File: config.mk
export PLATFORM = sky130hd
export DESIGN_NAME = sram_ldo_mode_ctrl
export DESIGN_NICKNAME = d
export VERILOG_FILES = /design/src/rtl/ldo_mode_pkg.sv /design/src/rtl/ldo_bank_aggregate.sv /design/src/rtl/ldo_mode_select.sv /design/src/rtl/ldo_settle_handshake.sv /design/src/rtl/sram_ldo_mode_ctrl.sv
export SDC_FILE = /design/constraint.sdc
export NUM_CORES = 1
export LEC_CHECK = 0
export ABC_CLOCK_PERIOD_IN_PS = 3900
export CAP_MARGIN = 20
export CORE_MARGIN = 5
export CORE_UTILIZATION = 40
export CTS_CLUSTER_DIAMETER = 200
export DETAILED_ROUTE_END_ITERATION = 7
export PLACE_DENSITY = 0.72
export SLEW_MARGIN = 30
export SYNTH_ARGS = -nofsm -noshare
export SYNTH_HDL_FRONTEND = slang
export SYNTH_HIERARCHICAL = 1
export SYNTH_SLANG_ARGS = --single-unit
File: constraint.sdc
create_clock -name clk -period 3.9 [get_ports clk]
set_clock_uncertainty 0.15 [all_clocks]
set_input_delay 0.78 -clock clk [delete_from_list [all_inputs] [get_ports clk]]
set_output_delay 0.78 -clock clk [all_outputs]
set_load 0.02 [all_outputs]
File: src/rtl/ldo_mode_pkg.sv
package ldo_mode_pkg;

  typedef enum logic [1:0] {
    MODE_NORMAL = 2'b00,
    MODE_TRACK  = 2'b01,
    MODE_RET    = 2'b10,
    MODE_SLEEP  = 2'b11
  } ldo_mode_e;

  localparam logic [1:0] BANK_OFF = 2'b00;
  localparam logic [1:0] BANK_RET = 2'b01;

  function automatic logic bank_is_off(input logic [1:0] code);
    return code == BANK_OFF;
  endfunction

  function automatic logic bank_is_ret(input logic [1:0] code);
    return code == BANK_RET;
  endfunction

  // Priority: sleep, retention, tracking (processor only), normal.
  function automatic ldo_mode_e pick_mode(input logic all_off,
                                          input logic all_ret,
                                          input logic is_cpu,
                                          input logic overdrive);
    if (all_off)                  return MODE_SLEEP;
    else if (all_ret)             return MODE_RET;
    else if (is_cpu && overdrive) return MODE_TRACK;
    else                          return MODE_NORMAL;
  endfunction

endpackage

File: src/rtl/ldo_bank_aggregate.sv
module ldo_bank_aggregate #(
  parameter int NUM_BANKS = 4
) (
  input  logic [2*NUM_BANKS-1:0] bank_state_i,
  output logic                   all_off_o,
  output logic                   all_ret_o
);
  import ldo_mode_pkg::*;

  logic [NUM_BANKS-1:0] off_vec;
  logic [NUM_BANKS-1:0] ret_vec;

  for (genvar b = 0; b < NUM_BANKS; b++) begin : g_bank
    assign off_vec[b] = bank_is_off(bank_state_i[2*b +: 2]);
    assign ret_vec[b] = bank_is_ret(bank_state_i[2*b +: 2]);
  end

  assign all_off_o = &off_vec;
  assign all_ret_o = &ret_vec;
endmodule

File: src/rtl/ldo_mode_select.sv
module ldo_mode_select #(
  parameter int OPP_W         = 2,
  parameter int OVERDRIVE_OPP = 2
) (
  input  logic                     clk,
  input  logic                     rst_n,
  input  logic                     all_off_i,
  input  logic                     all_ret_i,
  input  logic                     is_cpu_i,
  input  logic [OPP_W-1:0]         opp_idx_i,
  output ldo_mode_pkg::ldo_mode_e  target_o
);
  import ldo_mode_pkg::*;

  localparam logic [OPP_W-1:0] OD_IDX = OPP_W'(OVERDRIVE_OPP);

  logic overdrive_w;
  assign overdrive_w = (opp_idx_i == OD_IDX);

  always_comb begin
    target_o = pick_mode(all_off_i, all_ret_i, is_cpu_i, overdrive_w);
  end

  // a core instance never computes tracking
  assert_core_no_track_R5: assert property (@(posedge clk) disable iff (!rst_n)
    !is_cpu_i |-> target_o != MODE_TRACK);

  // an idle-free overdrive point on a processor instance with active banks tracks
  assert_cpu_track_R4: assert property (@(posedge clk) disable iff (!rst_n)
    (is_cpu_i && overdrive_w && !all_off_i && !all_ret_i) |-> target_o == MODE_TRACK);
endmodule

File: src/rtl/ldo_settle_handshake.sv
module ldo_settle_handshake #(
  parameter int SETTLE_W = 8
) (
  input  logic                clk,
  input  logic                rst_n,
  input  logic                start_i,
  input  logic                ready_i,
  input  logic [SETTLE_W-1:0] settle_i,
  output logic                busy_o,
  output logic                expire_o,
  output logic                release_o
);
  logic                busy_q;
  logic [SETTLE_W-1:0] cnt_q;
  logic                cnt_zero_w;

  assign cnt_zero_w = (cnt_q == '0);
  assign expire_o   = busy_q && !ready_i && cnt_zero_w;
  assign release_o  = busy_q && (ready_i || cnt_zero_w);
  assign busy_o     = busy_q;

  always_ff @(posedge clk or negedge rst_n) begin
    if (!rst_n) begin
      busy_q <= 1'b0;
      cnt_q  <= '0;
    end else if (start_i) begin
      busy_q <= 1'b1;
      cnt_q  <= settle_i;
    end else if (release_o) begin
      busy_q <= 1'b0;
    end else if (busy_q) begin
      cnt_q <= cnt_q - 1'b1;
    end
  end

  // ready seen while busy releases at the next edge
  assert_ready_release_R8: assert property (@(posedge clk) disable iff (!rst_n)
    (busy_q && ready_i && !start_i) |=> !busy_q);

  // an exhausted settle count releases at the next edge
  assert_timeout_release_R9: assert property (@(posedge clk) disable iff (!rst_n)
    (expire_o && !start_i) |=> !busy_q);

  // a start is only accepted from idle
  assert_start_idle_R10: assert property (@(posedge clk) disable iff (!rst_n)
    start_i |-> !busy_q);
endmodule

File: src/rtl/sram_ldo_mode_ctrl.sv
module sram_ldo_mode_ctrl #(
  parameter int NUM_BANKS     = 4,
  parameter int OPP_W         = 2,
  parameter int OVERDRIVE_OPP = 2,
  parameter int SETTLE_W      = 8
) (
  input  logic                   clk,
  input  logic                   rst_n,
  input  logic [2*NUM_BANKS-1:0] bank_state_i,
  input  logic [OPP_W-1:0]       opp_idx_i,
  input  logic                   is_cpu_inst_i,
  input  logic                   ldo_ready_i,
  input  logic [SETTLE_W-1:0]    settle_cycles_i,
  output logic [1:0]             mode_o,
  output logic                   req_o,
  output logic                   busy_o
);
  import ldo_mode_pkg::*;

  logic      all_off_w;
  logic      all_ret_w;
  ldo_mode_e target_w;
  ldo_mode_e mode_q;
  logic      req_q;
  logic      issue_w;
  logic      busy_w;
  logic      expire_w;
  logic      release_w;

  ldo_bank_aggregate #(.NUM_BANKS(NUM_BANKS)) u_agg (
    .bank_state_i (bank_state_i),
    .all_off_o    (all_off_w),
    .all_ret_o    (all_ret_w)
  );

  ldo_mode_select #(.OPP_W(OPP_W), .OVERDRIVE_OPP(OVERDRIVE_OPP)) u_sel (
    .clk       (clk),
    .rst_n     (rst_n),
    .all_off_i (all_off_w),
    .all_ret_i (all_ret_w),
    .is_cpu_i  (is_cpu_inst_i),
    .opp_idx_i (opp_idx_i),
    .target_o  (target_w)
  );

  // Merging falls out of issuing only from idle: the target is recomputed
  // every cycle, so the newest value is the one taken when busy clears.
  assign issue_w = !busy_w && (target_w != mode_q);

  ldo_settle_handshake #(.SETTLE_W(SETTLE_W)) u_hs (
    .clk       (clk),
    .rst_n     (rst_n),
    .start_i   (issue_w),
    .ready_i   (ldo_ready_i),
    .settle_i  (settle_cycles_i),
    .busy_o    (busy_w),
    .expire_o  (expire_w),
    .release_o (release_w)
  );

  always_ff @(posedge clk or negedge rst_n) begin
    if (!rst_n) begin
      mode_q <= MODE_NORMAL;
      req_q  <= 1'b0;
    end else begin
      req_q <= issue_w;
      if (issue_w) mode_q <= target_w;
    end
  end

  assign mode_o = mode_q;
  assign req_o  = req_q;
  assign busy_o = busy_w;

  // request lasts a single cycle
  assert_req_pulse_R7: assert property (@(posedge clk) disable iff (!rst_n)
    req_o |=> !req_o);

  // mode only moves together with the request
  assert_mode_with_req_R7: assert property (@(posedge clk) disable iff (!rst_n)
    !req_o |-> $stable(mode_o));

  // busy is raised with the request
  assert_busy_with_req_R8: assert property (@(posedge clk) disable iff (!rst_n)
    req_o |-> busy_o);

  // all banks off selects sleep
  assert_all_off_sleep_R2: assert property (@(posedge clk) disable iff (!rst_n)
    all_off_w |-> target_w == MODE_SLEEP);

  // all banks in retention selects retention
  assert_all_ret_R3: assert property (@(posedge clk) disable iff (!rst_n)
    all_ret_w |-> target_w == MODE_RET);

  // no request while the computed mode matches the issued one
  assert_no_idle_req_R11: assert property (@(posedge clk) disable iff (!rst_n)
    (!busy_w && target_w == mode_q) |=> !req_o);

  // the release and expiry events are never present while idle
  assert_release_busy_R10: assert property (@(posedge clk) disable iff (!rst_n)
    (release_w || expire_w) |-> busy_w);
endmodule

# Yosys cells after proc, flatten, opt, wreduce, memory -nomap -nowiden

Index checks and enable logic that the tools add are counted.

Add/sub/neg operators: 1
Equality and inequality tests: 7
Muxes and demuxes: 8
Reduce and logical (&&, ||, !) cells: 15

Operators by type and width:

| operator                                             | count |
|---|---|
| 2-to-1 mux 8 bit                                     | 3 |
| equality test 2 x 1 -> 1 bit (second input constant) | 4 |
| logical NOT 2 bit                                    | 4 |
| logical NOT 8 bit                                    | 1 |
| AND reduction 4 bit                                  | 2 |
| subtractor 8 x 1 -> 8 bit (second input constant)    | 1 |
| 2-to-1 mux 2 bit                                     | 2 |
| nonzero test 2 bit                                   | 2 |
| logical AND 1 bit                                    | 3 |
| 2-to-1 mux 1 bit                                     | 3 |
| equality test 2 bit (second input constant)          | 1 |
| inequality test 2 bit                                | 1 |
| inequality test 2 bit (second input constant)        | 1 |
| AND reduction 2 bit                                  | 1 |
| logical NOT 1 bit                                    | 1 |
| logical OR 1 bit                                     | 1 |

Bits in registers: 12
Bits of input ports: 22
Output and inout port bits: 4
Word-level logic and storage cells: 35

# Longest topological paths before layout

Gate-level depths: netlist of run 1.

Word-level depth: 9
Gate-level depth with buffers: 9
Gate-level depth less buffers: 9

# Modules after synthesis

The synthesis of run 1 kept the hierarchy.

By module, submodules not included:

| module               | times used | cells an instance | area each (µm²) | sequential area each (µm²) |
|---|---|---|---|---|
| ldo_settle_handshake | 1          | 60                | 571.8           | 225.2 |
| sram_ldo_mode_ctrl   | 1          | 8                 | 120.1           | 75.1 |
| ldo_bank_aggregate   | 1          | 5                 | 32.5            | 0.0 |
| ldo_mode_select      | 1          | 3                 | 22.5            | 0.0 |

# Worst setup path before layout of run 1

Ideal clock, no wire load.

Path type: input port to flip-flop
Start: input bank_state_i[1]
End: register u_hs.cnt_q[2]
Library setup time: 0.138 ns
Arrival time: 2.635 ns
Data required time: 3.612 ns
Setup slack: 0.978 ns
Cell stages on the path: 8
Buffers on the path: 1
Path through: or4_4 nor2_1 nor4bb_1 or2_1 xnor2_1 a21oi_1 clkbuf_1 o21ai_0

Word-level cells in the longest chain between the ends: 8
Elaborated cells on any way between the ends: 12
Classes of those cells: 3 x eq/ne; 3 x mux; 6 x reduce/logical

Ends and longest elaborated chain:

| element                                                               | RTL line                   | text |
|---|---|---|
| start, declared                                                       | sram_ldo_mode_ctrl.sv:9    | `input logic [2*NUM_BANKS-1:0] bank_state_i,` |
| equality test 2 x 1 -> 1 bit (*)                                      | ldo_mode_pkg.sv:18         | `return code == BANK_RET;` |
| AND reduction 4 bit (*)                                               | ldo_bank_aggregate.sv:19   | `assign all_ret_o = &ret_vec;` |
| net all_ret_w                                                         | sram_ldo_mode_ctrl.sv:21   | `logic all_ret_w;` |
| 2-to-1 mux 2 bit (*)                                                  | ldo_mode_pkg.sv:27         | `else if (all_ret) return MODE_RET;` |
| 2-to-1 mux 2 bit (*)                                                  | ldo_mode_pkg.sv:26         | `if (all_off) return MODE_SLEEP;` |
| net target_w[0]                                                       | sram_ldo_mode_ctrl.sv:22   | `ldo_mode_e target_w;` |
| inequality test 2 bit (*)                                             | sram_ldo_mode_ctrl.sv:48   | `assign issue_w = !busy_w && (target_w != mode_q);` |
| logical AND 1 bit (*)                                                 | sram_ldo_mode_ctrl.sv:48   |  |
| net issue_w                                                           | sram_ldo_mode_ctrl.sv:25   | `logic issue_w;` |
| inequality test 2 bit (no line) or nonzero test 2 bit (tied branches) | --                         |  |
| AND reduction 2 bit (no line)                                         | --                         |  |
| end signal, assigned                                                  | ldo_settle_handshake.sv:28 | `cnt_q <= settle_i;` |
| end signal, assigned                                                  | ldo_settle_handshake.sv:32 | `cnt_q <= cnt_q - 1'b1;` |
| end, declared                                                         | ldo_settle_handshake.sv:14 | `logic [SETTLE_W-1:0] cnt_q;` |

The timed path passes the listed nets; every way through them passes the cells marked *.
A chain may end at the register's enable or synchronous reset.

# Worst setup path after layout of run 1

Start: input bank_state_i[1]
End: register u_hs.cnt_q[6]

Same word-level chain as after synthesis.

==> metrics.md, run 1 <==
| Metric | Value |
|---|---|
| Die Span X | `52.7 um` |
| Ant diodes | `0` |
| Post-route setup TNS | `0 ns` |
| P&R area growth vs syn | `40.1%` |
| Clock slew at reported path FFs | `0.07 ns` |
| Final Util | `0.592` |
| Clock root cell | `clkbuf_4` |
| Final setup violation count | `0` |
| First-pass GRT wire length | `2700 um` |
| Avg Cell Area, Syn | `9.99 um^2` |
| Crit Path Max Fanout | `2` |
| Vias in the first global route | `645` |
| Max-slew violation count | `0` |
| Setup Fix Bufs, Post-CTS | `0` |
| Status | `finished, final reports clean` |
| WHS | `0.410 ns` |
| Type of the worst setup path | `in2reg` |
| CP required | `3.95 ns` |
| Gate Count Post-Synth | `73` |
| Share of post-route cells with drive strength above 1 | `0.141` |
| Fill count | `172` |
| RSZ-0062 raised after global routing | `false` |
| Post-CTS sizing | `0` |
| Lkg Pwr | `0.401 nW` |
| Final period util | `0.765` |
| Die area | `2780 um^2` |
| DIE HEIGHT | `52.7 um` |
| H-tree levels | `1` |
| CTS Hold Bufs | `0` |
| Synth Cell Area | `729 um^2` |
| Total power | `0.541 mW` |
| GPL Wtd Cong | `0.824` |
| Mapped Nets | `97` |
| Gr ovfl total | `0` |
| CTS Sinks | `12` |
| CTS max path bufs | `2` |
| Worst hold path type | `reg2reg` |
| Port bufs | `25` |
| Total GRT Usage | `0.130` |
| Maxcap violations | `0` |
| Crit. End Element | `flip-flop` |
| Clock Latency Late Sink | `0.26 ns` |
| Total CTS buffers | `3` |
| Num rows | `15` |
| Final WL | `1550 um` |
| Via Count | `623` |
| Worst-Margin Slew | `0.524 ns` |
| I/O pin cnt | `26` |
| DP Worst Slack | `0.644 ns` |
| Post-layout worst setup margin | `0.915 ns` |
| YS warnings | `6` |
| Period minus WS final | `2.98 ns` |
| TritonRoute pass-1 iters | `4` |
| FMAX | `335 MHz` |
| Core area | `1730 um^2` |
| CP startpoint kind | `input pin` |
| Slew HR | `0.650` |
| TritonCTS clock tree | `yes` |
| Worst Path Arrival | `3.03 ns` |
| Drc violations | `0` |
| Final Hold Fails | `0` |
| Power Density | `529 nW/um^2` |
| Final ANT Viol Nets | `0` |
| WL/cell | `12.5 um` |
| IR Drop Worst-Case VDD | `261 uV` |
| Routed vias/inst | `5.02` |
| Largest net degree at the start of global routing | `19` |
| Final nets | `125` |
| Initial DRC Count | `11` |
| Initial Util | `0.422` |
| Antenna violations before repair | `0` |
## where the power goes
group          internal [mW]  total [mW]  leakage (nW)  switching, mW
clock                 0.0356      0.0710        0.0138         0.0354
sequential             0.174       0.231         0.152         0.0569
combinational          0.128       0.239         0.235          0.111
## stage by stage
| step | instances | area, um^2 |
|---|---|---|
| 3_3_place_gp | 121 | 1000 |
| 2_1_floorplan | 73 | 729 |
| 5_1_grt | 124 | 1020 |
| 3_5_place_dp | 121 | 1000 |
| 6_report | 124 | 1020 |
| 4_1_cts | 124 | 1020 |
## cells in the final DEF, fill, tap and decap left out, types with 3 or more instances in the layout
| cell type | n |
|---|---|
| dfrtp_1 | 12 |
| nor2_1 | 3 |
| xnor2_1 | 3 |
| o21ai_0 | 7 |
| clkdlybuf4s50_1 | 25 |
| clkbuf_4 | 3 |
| nand2_1 | 8 |
| xor2_1 | 5 |
| o211ai_1 | 4 |
## path summary, 6_finish.rpt
path / from / endpoint / slack, ns / cells after the start
worst max-delay path: bank_state_i[1] / u_hs/cnt_q[6]$_DFFE_PN0P_ / 0.92 / 9
worst min-delay path: mode_o[1]$_DFFE_PN0P_ / mode_o[1]$_DFFE_PN0P_ / 0.41 / 1
worst max register to register: u_hs/cnt_q[0]$_DFFE_PN0P_ / u_hs/cnt_q[1]$_DFFE_PN0P_ / 1.84 / 6
worst min register to register: mode_o[1]$_DFFE_PN0P_ / mode_o[1]$_DFFE_PN0P_ / 0.41 / 1
max in group asynchronous: rst_n / u_hs/cnt_q[0]$_DFFE_PN0P_ / 2.54 / 1
min in group asynchronous: rst_n / u_hs/cnt_q[2]$_DFFE_PN0P_ / 0.72 / 1
## state kept, by name, summed over array words and instances, names as in the netlist
name	cells
u_hs/busy_o	1
req_o	1
u_hs/cnt_q	8
mode_o	2
## worst max-delay path, stage by stage
cell and delay (ns):
clkdlybuf4s50_1 0.40, or4_4 0.53, nor2_1 0.15, nor4bb_1 0.07
or2_1 0.23, xnor2_1 0.14, a21oi_1 0.10, or4_1 0.53
nand3_1 0.10
## layer usage
layer | GRT usage | vias to the layer above | share of wire
li1 | - | 314 | -
met1 | 0.170 | 288 | 0.49
met2 | 0.209 | 19 | 0.46
met3 | 0.0199 | 2 | 0.044
met4 | 0.0596 | 0 | 0.011
met5 | 0 | - | 0
## area by class of cell
class	instances	area, um^2	share of cell area
Sequential cell	12	300	0.294
Multi-Input combinational cell	56	403	0.394
Clock buffer	3	22.5	0.0220
Tap cell	25	31.3	0.0306
Inverter	2	7.51	0.00734
Timing Repair Buffer	26	258	0.252
Power figures use the tool's default switching activity.
==> inputs of run 2 (changes only) <==
--- a/config.mk
+++ b/config.mk
@@ -5,7 +5,7 @@
 export SDC_FILE = /design/constraint.sdc
 export NUM_CORES = 1
 export LEC_CHECK = 0
-export ABC_CLOCK_PERIOD_IN_PS = 3900
+export ABC_CLOCK_PERIOD_IN_PS = 2900
 export CAP_MARGIN = 20
 export CORE_MARGIN = 5
 export CORE_UTILIZATION = 40
==> constraint.sdc (replaced) <==
create_clock -name clk -period 2.9 [get_ports clk]
set_clock_uncertainty 0.15 [all_clocks]
set_input_delay 0.58 -clock clk [delete_from_list [all_inputs] [get_ports clk]]
set_output_delay 0.58 -clock clk [all_outputs]
set_load 0.02 [all_outputs]
==> metrics.md, run 2 (synthesis gave the netlist of run 1 again) <==
| Metric | Value |
|---|---|
| Final period util | `0.955` |
| RSZ-0062 raised after global routing | `false` |
| CTS max path bufs | `2 (unchanged)` |
| H-tree levels | `1 (unchanged)` |
| TritonCTS clock tree | `yes` |
| FMAX | `361 MHz` |
| WL/cell | `12.4 um (-1.3%)` |
| Final nets | `128 (+2.4%)` |
| CTS Sinks | `12 (unchanged)` |
| Initial DRC Count | `6 (-5)` |
| Total CTS buffers | `3 (unchanged)` |
| Period minus WS final | `2.77 ns` |
| Slew HR | `0.636 (-0.0140)` |
| Routed vias/inst | `4.76 (-5.3%)` |
| Clock Latency Late Sink | `0.27 ns (about the same)` |
| Largest net degree at the start of global routing | `13 (-6)` |
| Crit. End Element | `flip-flop` |
| Total power | `0.775 mW (+43%)` |
| CTS Hold Bufs | `0 (unchanged)` |
| Type of the worst setup path | `in2reg` |
| Power Density | `733 nW/um^2 (+39%)` |
| Worst hold path type | `reg2reg` |
| R2R cell count | `6 (unchanged)` |
| TritonRoute pass-1 iters | `4 (unchanged)` |
| Die Span X | `52.7 um (unchanged)` |
| GPL Wtd Cong | `0.822 (-0.25%)` |
| Core area | `1730 um^2 (unchanged)` |
| Dpl hpwl | `1320 um` |
| Post-route insts no fill | `128 (+3.2%)` |
| Clock slew at reported path FFs | `0.08 ns (about the same)` |
| Vias in the first global route | `580 (-10%)` |
| Via Count | `609 (-2.2%)` |
| Post-CTS sizing | `0 (unchanged)` |
| Maxcap violations | `0 (unchanged)` |
| Finished Cell Area | `1060 um^2 (+3.6%)` |
| IR Drop Worst-Case VDD | `443 uV (+70%)` |
| Share of post-route cells with drive strength above 1 | `0.175 (+0.0333)` |
| I/O pin cnt | `26 (unchanged)` |
| Clock root cell | `clkbuf_4` |
| Final ANT Viol Nets | `0 (unchanged)` |
| R2r setup slk | `0.86 ns (-0.98 ns)` |
| Die area | `2780 um^2 (unchanged)` |
| CP startpoint kind | `input pin` |
| Num rows | `15 (unchanged)` |
| Gr ovfl total | `0 (unchanged)` |
| Total GRT Usage | `0.127 (-0.00281)` |
| Worst Path Arrival | `2.83 ns (-0.20 ns)` |
| Final WL | `1580 um (+1.9%)` |
| First-pass GRT wire length | `2530 um (-6.1%)` |
| Max-slew violation count | `0 (unchanged)` |
| CP required | `2.96 ns (-0.99 ns)` |
| Initial Util | `0.422 (unchanged)` |
| P&R area growth vs syn | `45.1%` |
| Setup Fix Bufs, Post-CTS | `0 (unchanged)` |
| Post-DP Area | `1020 um^2 (+2.3%)` |
| Most frequent cells in the layout | `clkdlybuf4s50_1 (25), dfrtp_1 (12), nand2_1 (8)` |
| Post-route setup TNS | `0 ns (unchanged)` |
| Lkg Pwr | `0.424 nW (+5.7%)` |
| Status | `finished, final reports clean` |
| Final setup violation count | `0 (unchanged)` |
| WHS | `0.422 ns (+0.0123 ns)` |
| DIE HEIGHT | `52.7 um (unchanged)` |
| Worst-Margin Slew | `0.545 ns (+0.0210 ns)` |
| Max reg flops | `8 (unchanged)` |
| Drc violations | `0 (unchanged)` |
| Biggest register | `u_hs/cnt_q` |
| Hold Path Stages | `1 (unchanged)` |
| Ant diodes | `0 (unchanged)` |
| Commonest non-fill, non-tap cell in the layout | `clkdlybuf4s50_1` |
| Antenna violations before repair | `0 (unchanged)` |
| Port bufs | `25 (unchanged)` |
| Placed cells | `124 (+2.5%)` |
| Crit Path Max Fanout | `2 (unchanged)` |
| Final Hold Fails | `0 (unchanged)` |
[run 2: cell types whose count changed in the layout (fill, tap and decap cells not counted), sizes merged]
cell and change:
clkbuf +1, buf +3
[run 2: report_power, final]
part / switching [mW] / internal (mW)
Sequential: 0.0760 / 0.234
Combinational: 0.150 / 0.185
Clock: 0.0542 / 0.0763
Total: 0.281 / 0.495
[run 2: layout make-up]
type / count / area, um^2
clock buffers: 4 / 36.3
fillers: 165 / 668
inverters: 2 / 7.51
multi-input cells: 56 / 403
flip-flops and latches: 12 / 300
well taps: 25 / 31.3
repair buffers: 29 / 280
[run 2: path summary, 6_finish.rpt]
path | start | to
worst max-delay path | bank_state_i[1] | u_hs/cnt_q[6]$_DFFE_PN0P_
worst min-delay path | mode_o[1]$_DFFE_PN0P_ | mode_o[1]$_DFFE_PN0P_
worst max register to register | u_hs/cnt_q[0]$_DFFE_PN0P_ | u_hs/cnt_q[1]$_DFFE_PN0P_
worst min register to register | mode_o[1]$_DFFE_PN0P_ | mode_o[1]$_DFFE_PN0P_
max in group asynchronous | rst_n | u_hs/cnt_q[7]$_DFFE_PN0P_
min in group asynchronous | rst_n | mode_o[0]$_DFFE_PN0P_
[run 2: metrics by stage]
| stage | util | worst slack [ns] |
|---|---|---|
| after global routing | 0.613 | 0.0666 |
| after global placement | 0.592 | -0.127 |
| after detailed placement | 0.592 | -0.147 |
| final | 0.613 | 0.131 |
| after floorplan | - | 0.178 |
| after CTS | 0.613 | 0.125 |
[run 2: worst max-delay path, stage by stage]
cell and delay (ns):
clkdlybuf4s50_1 0.39, or4_4 0.53, nor2_1 0.16, nor4bb_1 0.07, or2_1 0.23, xnor2_1 0.14, a21oi_1 0.09, or4_1 0.53
nand3_1 0.11
[run 2: metal layers]
layer / GRT usage / up-vias / wire, um
met5: 0 / - / 0
met4: 0.0255 / 0 / 18
met3: 0.0513 / 2 / 59
met2: 0.207 / 12 / 750
met1: 0.158 / 274 / 753
li1: - / 321 / -
==> inputs of run 3 (changes only) <==
--- a/config.mk
+++ b/config.mk
@@ -8,10 +8,10 @@
 export ABC_CLOCK_PERIOD_IN_PS = 2900
 export CAP_MARGIN = 20
 export CORE_MARGIN = 5
-export CORE_UTILIZATION = 40
+export CORE_UTILIZATION = 32
 export CTS_CLUSTER_DIAMETER = 200
+export CTS_CLUSTER_SIZE = 16
 export DETAILED_ROUTE_END_ITERATION = 7
-export PLACE_DENSITY = 0.72
 export SLEW_MARGIN = 30
 export SYNTH_ARGS = -nofsm -noshare
 export SYNTH_HDL_FRONTEND = slang
==> constraint.sdc (replaced) <==
create_clock -name clk -period 2.9 [get_ports clk]
set_clock_uncertainty 0.15 [all_clocks]
set_input_delay 0.87 -clock clk [delete_from_list [all_inputs] [get_ports clk]]
set_output_delay 0.87 -clock clk [all_outputs]
set_load 0.02 [all_outputs]
==> metrics.md, run 3 (synthesis gave the netlist of run 1 again) <==
| Metric | Value |
|---|---|
| Status | `finished, final reports clean` |
| Routed vias/inst | `5.04 (+5.9%)` |
| Total CTS buffers | `3 (unchanged)` |
| Worst hold path type | `reg2reg` |
| Largest net degree at the start of global routing | `13 (unchanged)` |
| Stages on worst setup path | `9 (unchanged)` |
| RSZ-0062 raised after global routing | `false` |
| Top sig layer | `met4` |
| Final nets | `132 (+3.1%)` |
| R2R cell count | `6 (unchanged)` |
| Final Hold Fails | `0 (unchanged)` |
| Slew HR | `0.626 (-0.00969)` |
| Final period util | `0.960 (+0.00552)` |
| Maxcap violations | `0 (unchanged)` |
| CP max stage cell | `or4_4` |
| Die Span X | `57.7 um (+9.6%)` |
| CTS max path bufs | `2 (unchanged)` |
| Max reg flops | `8 (unchanged)` |
| CTS Sinks | `12 (unchanged)` |
| Dpl hpwl | `1360 um (+3.7%)` |
| Die area | `3330 um^2 (+20%)` |
| DIE HEIGHT | `57.7 um (+9.6%)` |
| Met1 Routed Length | `679 um (-9.8%)` |
| FMAX | `359 MHz (-0.58%)` |
| Drc violations | `0 (unchanged)` |
| Metal3 WL | `118 um (+100%)` |
| Final Util | `0.529 (-0.0836)` |
| Num rows | `17 (+2)` |
| Vias in the first global route | `686 (+18%)` |
| Wire length on met2 | `964 um (+29%)` |
| Total GRT Usage | `0.117 (-0.0102)` |
| Type of the worst setup path | `in2reg` |
| CP startpoint kind | `input pin` |
| Via Count | `680 (+12%)` |
| GPL Wtd Cong | `0.740 (-10%)` |
| Post-DP Area | `1040 um^2 (+2.0%)` |
| P&R area growth vs syn | `59.0%` |
| Core area | `2190 um^2 (+27%)` |
| Finished Cell Area | `1160 um^2 (+9.6%)` |
| Clock Latency Late Sink | `0.27 ns (about the same)` |
| R2r setup slk | `0.84 ns (-0.02 ns)` |
| I/O pin cnt | `26 (unchanged)` |
| Crit. End Element | `flip-flop` |
| H-tree levels | `1 (unchanged)` |
| CP Buf/Inv Count | `1 (unchanged)` |
| CTS Hold Bufs | `0 (unchanged)` |
| Final ANT Viol Nets | `0 (unchanged)` |
| Clock root cell | `clkbuf_4` |
| Final setup violation count | `0 (unchanged)` |
| Clock slew at reported path FFs | `0.08 ns (about the same)` |
| Most frequent cells in the layout | `clkdlybuf4s50_1 (19), dfrtp_1 (12), nand2_1 (8)` |
| Max incr delay on CP | `0.55 ns (+0.02 ns)` |
| Worst Path Arrival | `2.85 ns (+0.02 ns)` |
| First-pass GRT wire length | `2990 um (+18%)` |
| Commonest non-fill, non-tap cell in the layout | `clkdlybuf4s50_1` |
| Max-slew violation count | `0 (unchanged)` |
| WL/cell | `13.3 um (+7.3%)` |
| IR Drop Worst-Case VDD | `306 uV (-31%)` |
| Lkg Pwr | `0.482 nW (+14%)` |
| CP required | `2.96 ns (about the same)` |
| Port bufs | `25 (unchanged)` |
| Hold Path Stages | `2 (+1)` |
| Share of post-route cells with drive strength above 1 | `0.280 (+0.106)` |
| Power Density | `709 nW/um^2 (-3.2%)` |
| WHS | `0.452 ns (+0.0298 ns)` |
| Crit Path Max Fanout | `6 (+4)` |
| Cell family contributing the most delay on the critical path | `simple AND/OR/NAND/NOR gates` |
| Initial Util | `0.333 (-0.0895)` |
| TritonRoute pass-1 iters | `4 (unchanged)` |
| Final WL | `1790 um (+13%)` |
| Biggest register | `u_hs/cnt_q` |
| Ant diodes | `0 (unchanged)` |
| Worst path cell trace | `clkdlybuf4s15_1 > or4_4 > nor2_4 > nor4bb_2 > or2_4 > xnor2_2 > a21oi_2 > or4_1 > nand3_1` |
| Gr ovfl total | `0 (unchanged)` |
| Initial DRC Count | `2 (-4)` |
| Worst-Margin Slew | `0.559 ns (+0.0145 ns)` |
| TritonCTS clock tree | `yes` |
| Period minus WS final | `2.79 ns (+0.0160 ns)` |
| Antenna violations before repair | `0 (unchanged)` |
[run 3: cell types whose count changed in the layout (fill, tap and decap cells not counted), sizes merged]
| cell | before | now |
|---|---|---|
| clkdlybuf4s15 | 0 | 2 |
| dlygate4sd2 | 0 | 1 |
| dlymetal6s2s | 0 | 3 |
| clkdlybuf4s50 | 25 | 19 |
| buf | 4 | 8 |
[run 3: layer usage]
layer  global-route usage  vias up
met5                    0        -
met4               0.0695        0
met3               0.0379        2
met2                0.202       20
met1                0.124      328
li1                     -      330
[run 3: metrics by stage]
stage / cells / setup TNS (ns) / total power [mW] / setup slack, ns
after global routing: 135 / 0 / 0.884 / 0.00683
after floorplan: 73 / 0 / 0.540 / 0.0217
after detailed placement: 127 / -3.31 / 0.670 / -0.490
final: 135 / 0 / 0.822 / 0.115
after CTS: 134 / 0 / 0.828 / 0.0231
after global placement: 127 / -2.92 / 0.658 / -0.446
[run 3: layout make-up]
type                       count  area, um^2
sequential                    12         300
fill                         199        1030
multi-input combinational     56         452
timing repair buffer          33         329
tap                           28        35.0
clock buffer                   4        36.3
inverter                       2        7.51
[run 3: power breakdown]
part | switching [mW] | internal [mW] | total (mW) | leakage, nW
clock | 0.0598 | 0.0762 | 0.136 | 0.0210
combinational | 0.165 | 0.210 | 0.375 | 0.309
sequential | 0.0775 | 0.234 | 0.311 | 0.152
total | 0.303 | 0.520 | 0.822 | 0.482
[run 3: final timing paths]
kind / start / to
worst max-delay path: bank_state_i[3] / u_hs/cnt_q[6]$_DFFE_PN0P_
worst min-delay path: u_hs/cnt_q[6]$_DFFE_PN0P_ / u_hs/cnt_q[6]$_DFFE_PN0P_
worst max register to register: u_hs/cnt_q[0]$_DFFE_PN0P_ / u_hs/cnt_q[1]$_DFFE_PN0P_
worst min register to register: u_hs/cnt_q[6]$_DFFE_PN0P_ / u_hs/cnt_q[6]$_DFFE_PN0P_
max in group asynchronous: rst_n / mode_o[0]$_DFFE_PN0P_
min in group asynchronous: rst_n / u_hs/cnt_q[2]$_DFFE_PN0P_
[run 3: timing repair]
action                                  4_1_cts  5_1_grt
endpoints found under the setup margin        8        6
resized for setup                             5       13
pin swaps                                     8       10
setup buffers                                 3        1
[run 3: worst register-to-register path, stage by stage, from the launching register on]
cell and delay (ns):
dfrtp_1 0.43, inv_1 0.10, ha_1 0.14, or3b_2 0.52
o21a_4 0.24, mux2_4 0.30, o21ai_2 0.10
